File: src/rtl/spi_fq_pkg.sv
package spi_fq_pkg;

    localparam int FQ_WIDTH    = 32;
    localparam int FQ_CNT_BITS = 7;

    // Sticky error index; order matches the status word bits 7:4
    typedef enum logic [1:0] {
        ERR_RX_UNF = 2'd0,
        ERR_RX_OVF = 2'd1,
        ERR_TX_UNF = 2'd2,
        ERR_TX_OVF = 2'd3
    } fq_err_e;

    typedef struct packed {
        logic                   empty;
        logic                   full;
        logic [FQ_CNT_BITS-1:0] cnt;
    } fq_state_t;

    localparam int BIT_TX_FLUSH = 14;
    localparam int BIT_RX_FLUSH = 15;
    localparam int BIT_READY    = 30;

    function automatic logic [31:0] fq_status_word(
        input fq_state_t              tx,
        input fq_state_t              rx,
        input logic [FQ_CNT_BITS-1:0] tx_free,
        input logic [3:0]             err,
        input logic                   fl_tx,
        input logic                   fl_rx
    );
        logic [31:0] w;
        w          = '0;
        w[0]       = rx.empty;
        w[1]       = rx.full;
        w[2]       = tx.empty;
        w[3]       = tx.full;
        w[7:4]     = err;
        w[8]       = |err;
        w[BIT_TX_FLUSH] = fl_tx;
        w[BIT_RX_FLUSH] = fl_rx;
        w[22:16]   = tx_free;
        w[29:23]   = rx.cnt;
        return w;
    endfunction

endpackage

File: src/rtl/sfq_fifo.sv
module sfq_fifo #(
    parameter int WIDTH = 32,
    parameter int DEPTH = 64,
    localparam int PTR_W = $clog2(DEPTH),
    localparam int CNT_W = $clog2(DEPTH + 1)
) (
    input  logic             clk,
    input  logic             rst,
    input  logic             flush,
    input  logic             push,
    input  logic [WIDTH-1:0] push_data,
    input  logic             pop,
    output logic [WIDTH-1:0] head,
    output logic [CNT_W-1:0] cnt,
    output logic             ovf_evt,
    output logic             unf_evt
);

    localparam logic [CNT_W-1:0] FULL_CNT = CNT_W'(DEPTH);
    localparam logic [PTR_W-1:0] LAST_PTR = PTR_W'(DEPTH - 1);

    logic [WIDTH-1:0] mem [DEPTH];
    logic [PTR_W-1:0] wr_ptr, rd_ptr;
    logic [CNT_W-1:0] cnt_q;
    logic             empty, full, do_push, do_pop;

    assign empty   = (cnt_q == '0);
    assign full    = (cnt_q == FULL_CNT);
    assign do_push = push && !full && !flush;
    assign do_pop  = pop && !empty && !flush;
    assign ovf_evt = push && full;
    assign unf_evt = pop && empty;
    assign head    = empty ? '0 : mem[rd_ptr];
    assign cnt     = cnt_q;

    always_ff @(posedge clk) begin
        if (rst || flush) begin
            wr_ptr <= '0;
            rd_ptr <= '0;
            cnt_q  <= '0;
        end else begin
            if (do_push) wr_ptr <= (wr_ptr == LAST_PTR) ? '0 : wr_ptr + 1'b1;
            if (do_pop)  rd_ptr <= (rd_ptr == LAST_PTR) ? '0 : rd_ptr + 1'b1;
            case ({do_push, do_pop})
                2'b10:   cnt_q <= cnt_q + 1'b1;
                2'b01:   cnt_q <= cnt_q - 1'b1;
                default: cnt_q <= cnt_q;
            endcase
        end
    end

    always_ff @(posedge clk) begin
        if (do_push) mem[wr_ptr] <= push_data;
    end

endmodule

File: src/rtl/sfq_sticky.sv
module sfq_sticky #(
    parameter int N = 4
) (
    input  logic         clk,
    input  logic         rst,
    input  logic [N-1:0] set,
    input  logic [N-1:0] clr,
    output logic [N-1:0] q
);

    for (genvar i = 0; i < N; i++) begin : g_bit
        always_ff @(posedge clk) begin
            if (rst)          q[i] <= 1'b0;
            else if (set[i])  q[i] <= 1'b1;
            else if (clr[i])  q[i] <= 1'b0;
        end
    end

endmodule

File: src/rtl/spi_fifo_pair.sv
module spi_fifo_pair
    import spi_fq_pkg::*;
#(
    parameter int WIDTH = FQ_WIDTH,
    parameter int DEPTH = 64,
    localparam int CNT_W = $clog2(DEPTH + 1)
) (
    input  logic             clk,
    input  logic             rst,
    input  logic             host_tx_wr,
    input  logic [WIDTH-1:0] host_wr_data,
    input  logic             host_rx_rd,
    output logic [WIDTH-1:0] host_rd_data,
    input  logic             eng_tx_rd,
    output logic [WIDTH-1:0] eng_tx_data,
    input  logic             eng_rx_wr,
    input  logic [WIDTH-1:0] eng_rx_data,
    input  logic             xfer_done,
    input  logic             reg_sel,
    input  logic             reg_wr_en,
    input  logic [31:0]      reg_wr_data,
    output logic [31:0]      reg_rd_data
);

    localparam logic [CNT_W-1:0] FULL_CNT = CNT_W'(DEPTH);

    logic [CNT_W-1:0] tx_cnt, rx_cnt;
    logic             tx_ovf, tx_unf, rx_ovf, rx_unf;
    logic [1:0]       flush_q;          // [0] transmit, [1] receive
    logic [3:0]       err_q, err_set, err_clr;
    logic             ready_q;
    logic             wr_fifo_word, wr_xfer_word;
    fq_state_t        tx_st, rx_st;

    assign wr_fifo_word = reg_wr_en && !reg_sel;
    assign wr_xfer_word = reg_wr_en && reg_sel;

    sfq_fifo #(.WIDTH(WIDTH), .DEPTH(DEPTH)) u_tx (
        .clk(clk), .rst(rst), .flush(flush_q[0]),
        .push(host_tx_wr), .push_data(host_wr_data),
        .pop(eng_tx_rd), .head(eng_tx_data), .cnt(tx_cnt),
        .ovf_evt(tx_ovf), .unf_evt(tx_unf)
    );

    sfq_fifo #(.WIDTH(WIDTH), .DEPTH(DEPTH)) u_rx (
        .clk(clk), .rst(rst), .flush(flush_q[1]),
        .push(eng_rx_wr), .push_data(eng_rx_data),
        .pop(host_rx_rd), .head(host_rd_data), .cnt(rx_cnt),
        .ovf_evt(rx_ovf), .unf_evt(rx_unf)
    );

    always_comb begin
        err_set             = '0;
        err_set[ERR_RX_UNF] = rx_unf;
        err_set[ERR_RX_OVF] = rx_ovf;
        err_set[ERR_TX_UNF] = tx_unf;
        err_set[ERR_TX_OVF] = tx_ovf;
        err_clr             = wr_fifo_word ? reg_wr_data[7:4] : 4'b0;
    end

    sfq_sticky #(.N(4)) u_err (
        .clk(clk), .rst(rst), .set(err_set), .clr(err_clr), .q(err_q)
    );

    sfq_sticky #(.N(1)) u_rdy (
        .clk(clk), .rst(rst), .set(xfer_done),
        .clr(wr_xfer_word && reg_wr_data[BIT_READY]), .q(ready_q)
    );

    always_ff @(posedge clk) begin
        if (rst) flush_q <= '0;
        else     flush_q <= wr_fifo_word ? reg_wr_data[BIT_RX_FLUSH:BIT_TX_FLUSH] : 2'b00;
    end

    always_comb begin
        tx_st.cnt   = FQ_CNT_BITS'(tx_cnt);
        tx_st.empty = (tx_cnt == '0);
        tx_st.full  = (tx_cnt == FULL_CNT);
        rx_st.cnt   = FQ_CNT_BITS'(rx_cnt);
        rx_st.empty = (rx_cnt == '0);
        rx_st.full  = (rx_cnt == FULL_CNT);
    end

    always_comb begin
        if (reg_sel) begin
            reg_rd_data            = '0;
            reg_rd_data[BIT_READY] = ready_q;
        end else begin
            reg_rd_data = fq_status_word(tx_st, rx_st,
                                         FQ_CNT_BITS'(FULL_CNT - tx_cnt),
                                         err_q, flush_q[0], flush_q[1]);
        end
    end

endmodule

File: config.mk
export PLATFORM = sky130hd
export DESIGN_NAME = spi_fifo_pair
export DESIGN_NICKNAME = d
export VERILOG_FILES = /design/src/rtl/spi_fq_pkg.sv /design/src/rtl/sfq_fifo.sv /design/src/rtl/sfq_sticky.sv /design/src/rtl/spi_fifo_pair.sv
export SDC_FILE = /design/constraint.sdc
export NUM_CORES = 2
export LEC_CHECK = 0
export ABC_AREA = 0
export BUFFER_PORTS_ARGS = -buffer_cell sky130_fd_sc_hd__buf_2
export CORE_MARGIN = 1
export CORE_UTILIZATION = 50
export CTS_CLUSTER_SIZE = 16
export DETAILED_ROUTE_END_ITERATION = 8
export HOLD_SLACK_MARGIN = 0.1
export MAX_ROUTING_LAYER = met4
export PLACE_DENSITY = 0.68
export SYNTH_ARGS = -nofsm -noshare
export SYNTH_HDL_FRONTEND = slang
export SYNTH_SLANG_ARGS = --single-unit
export TNS_END_PERCENT = 50
File: constraint.sdc
create_clock -name clk -period 3.61 [get_ports clk]
set_input_delay 0.722 -clock clk [delete_from_list [all_inputs] [get_ports clk]]
set_output_delay 0.722 -clock clk [all_outputs]
set_load 0.05 [all_outputs]
==> metrics <==
status finished, violations left; failing checks setup timing; Min-Delay Startpoint eng_rx_wr; P&R area growth vs syn 20.4%; post-synthesis sequential area ratio 0.776; I/O pins 201; core region area 0.318 mm2; Pint 92300 uW; top cells by count, synth 4096 x edfxtp_1, 1117 x mux4_2, 220 x nor2_1; Num CTS Buffers 412; WL final 429 mm; WHS Path Cells 5; FP Rows 207; Synth Area in XOR/XNOR 0.00164; HP Class primary input to register; Max-slew headroom 0.139; initial antenna violation count 18; share of the synthesized area in the top cell type 0.769; Min Clock Period, post-route 4.35 ns; average detailed-routed wire length per instance 33.9 um; Slew @ Worst Pin 1.29 ns; Required @ worst endpoint 2.89 ns; Synth area leader edfxtp_1; switching share of power 0.266; Crit path top cell by count buf_12; CP arrival 3.63 ns; pins over their slew limit 0; clock root cell clkbuf_16; vias per cell 6.46; vias in the first global route 81188; CTS Sinks 4153; Startpoint Class register; Bufs and invs on worst path 6; Post-synth EDFFs 4096; Final ANT Viol Nets 0; Hold Worst Slack 0.223 ns; beginning of the worst register-to-register path u_tx.cnt[0]; Post-Synth Simple-Gate Area 0.0171; Synth Area per Inst 22.9 um2; DPL Wire Length 235 mm; asr flop ratio synth 0; Setup violations, final 64; mux share of post-synthesis cell area 0.174; nature of the critical path endpoint output port; Synth cell types 64; RSZ-0062 raised after global routing true; Worst Reg-to-Reg Cells 11; die height 567 um; starting density of the core 0.503; Psw 33500 uW; Setup Skew 0.0562 ns; GRT overflow 0; crit path cell chain buf_12, buf_12, buf_16, buf_12, mux4_2, mux4_2, a22oi_2, o21ai_1, buf_4, buf_12; maximum clock path buffer count 4; DRC viols 0; drt pass-1 iters 6; worst-path fanout max 7; FF-to-FF End u_tx.mem[56][15]; fin crit share 1.20; RD Place Congestion 0.818; Multi-input gate area 0.0364 mm2; Max Cap Violations 0; cell family with the largest share of critical-path delay multiplexers; pwr dens 653 mW/mm2; fmax 230 MHz; routed via count 81779; setup ws final -0.739 ns; total power 126000 uW; leak pwr 0.0602 uW; Layout Nets 8231; largest family of logic cells by synthesized area multiplexers; Yosys reg bits 4153; final hold viol count 0; Slowest cell on crit path mux4_2; Cells after Synth 6983; DRT iter0 DRCs 11954; Area contributors post-synth edfxtp_1 77%, mux4_2 16%, mux2i_1 1.3%; worst hold endpoint u_err.q[1]; worst skew pair latency 0.98 ns; CTS tree built; largest net degree at the start of global routing 65; Place WS -0.368 ns; Crit path largest cell delay 0.57 ns; Port Buffers 169; YS warnings 0; synthesized area 0.160 mm2; Overall Global Routing Usage 0.269; Synth Area in Adders 0.000783; main flop type after synthesis edfxtp_1; register area 0.124 mm2; VDD IR-drop max 0.802 mV; Die ar. 0.322 mm2; final setup TNS -41.30 ns; clock group share of total power 0.333; Layout fillers 21302; first-pass GRT wire length 597 mm; Comb pwr share 0.242; final core utilization 0.605; Setup CP Type register to output port; DIE WIDTH 567 um; Compound-Gate Fraction of Synth Area 0.0173; clk slew on worst S/H paths 0.06 ns; htree depth 5; proportion of layout cells with a drive suffix above 1 0.385; sequential power share 0.425; most frequent cell after synthesis edfxtp_1; setup slack, reg-to-reg 0.26 ns
## logic make-up (layout without fill, tap and decap cells)
kind of cell / count (synthesis) / in the layout
AOI/OAI and AO/OA: 426 / 426
xor gates and xnor gates: 30 / 30
adders and majority gates: 10 / 10
buffers and inverters: 398 / 1874
DFF: 4153 / 4153
muxes: 1370 / 1370
other: 1 / 20
and+or+nand+nor: 595 / 595
## placed cells by master, fill, tap and decap left out, drive strengths merged, types with 23 or more instances in the layout
cell    netlist  routed
clkbuf      115     527
nor2b        46      46
nor2        220     220
dfxtp        57      57
mux2i       211     211
clkinv        5     200
xor2         23      23
inv          11      33
bufinv        0      33
a22oi        58      58
mux2         42      42
a21oi        90      90
edfxtp     4096    4096
buf         267    1052
o22ai        48      48
nand3        35      35
a31oi        27      27
mux4       1117    1117
o21ai        71      71
nand2       168     168
nor3         25      25
a211oi       63      63
## power by group through the flow
stage	registers (uW)	logic [uW]	clock network [uW]
floorplan	54400	14700	0
global placement	54500	23300	0
detailed placement	54600	23500	0
CTS	53500	28100	42200
global route	53500	31600	44100
finish	53500	30400	41900
## state kept, by name, indices dropped and copies added (netlist names), 6 cells and up, named ones only
signal / cells
u_rx.rd_ptr: 6
u_tx.mem: 2048
u_tx.rd_ptr: 6
u_rx.wr_ptr: 6
u_tx.cnt: 7
u_rx.cnt: 7
u_tx.wr_ptr: 6
u_rx.mem: 2048
## final cells by class
type,count,share of cell area
clock inverters,262,0.0118
multi-input cells,2437,0.189
clock buffers,500,0.0561
well taps,4180,0.0272
flip-flops and latches,4153,0.645
repair buffers,1096,0.0700
diodes,14,0.000182
inverters,16,0.000371
## layer usage
layer  vias to the layer above  GRT usage  wire [um]
met5                         -          -          0
met4                         0     0.0712      12800
li1                      32131          -          -
met3                       738     0.0527      44900
met2                      5049      0.411     205000
met1                     43861      0.375     166000
## tightest hold or removal path: stages
cell     delay (ns)
buf_2          0.09
inv_1          0.05
nor2_1         0.10
a21oi_1        0.05
nor2_1         0.09
## per-stage QoR
step | area (um2) | instances
floorplan | 160000 | 6988
global placement | 172000 | 11597
detailed placement | 172000 | 11597
CTS | 190000 | 12536
global route | 192000 | 12655
finish | 192000 | 12658
## repair_timing
item | CTS | global route
gates resized for setup | 430 | 295
gates cloned | 37 | 28
setup endpoints to repair | 66 | 278
hold buffers | 13 | 0
endpoints found under the hold margin | 7 | 0
setup buffers | 132 | 103
pin swaps | 60 | 103
## how the worst max path moves through the flow
stage,slack [ns],endpoint,start,depth (start not counted)
6_report,-0.74,host_rd_data[18],register,10
5_1_grt,-0.81,eng_tx_data[27],register,13
4_1_cts,-0.83,host_rd_data[26],register,9
2_1_floorplan,-0.32,u_tx.mem[51][0],u_tx.cnt[1],10
3_5_place_dp,-0.37,eng_tx_data[25],register,11
3_3_place_gp,-0.34,eng_tx_data[25],register,11
Power figures use the tool's default switching activity.
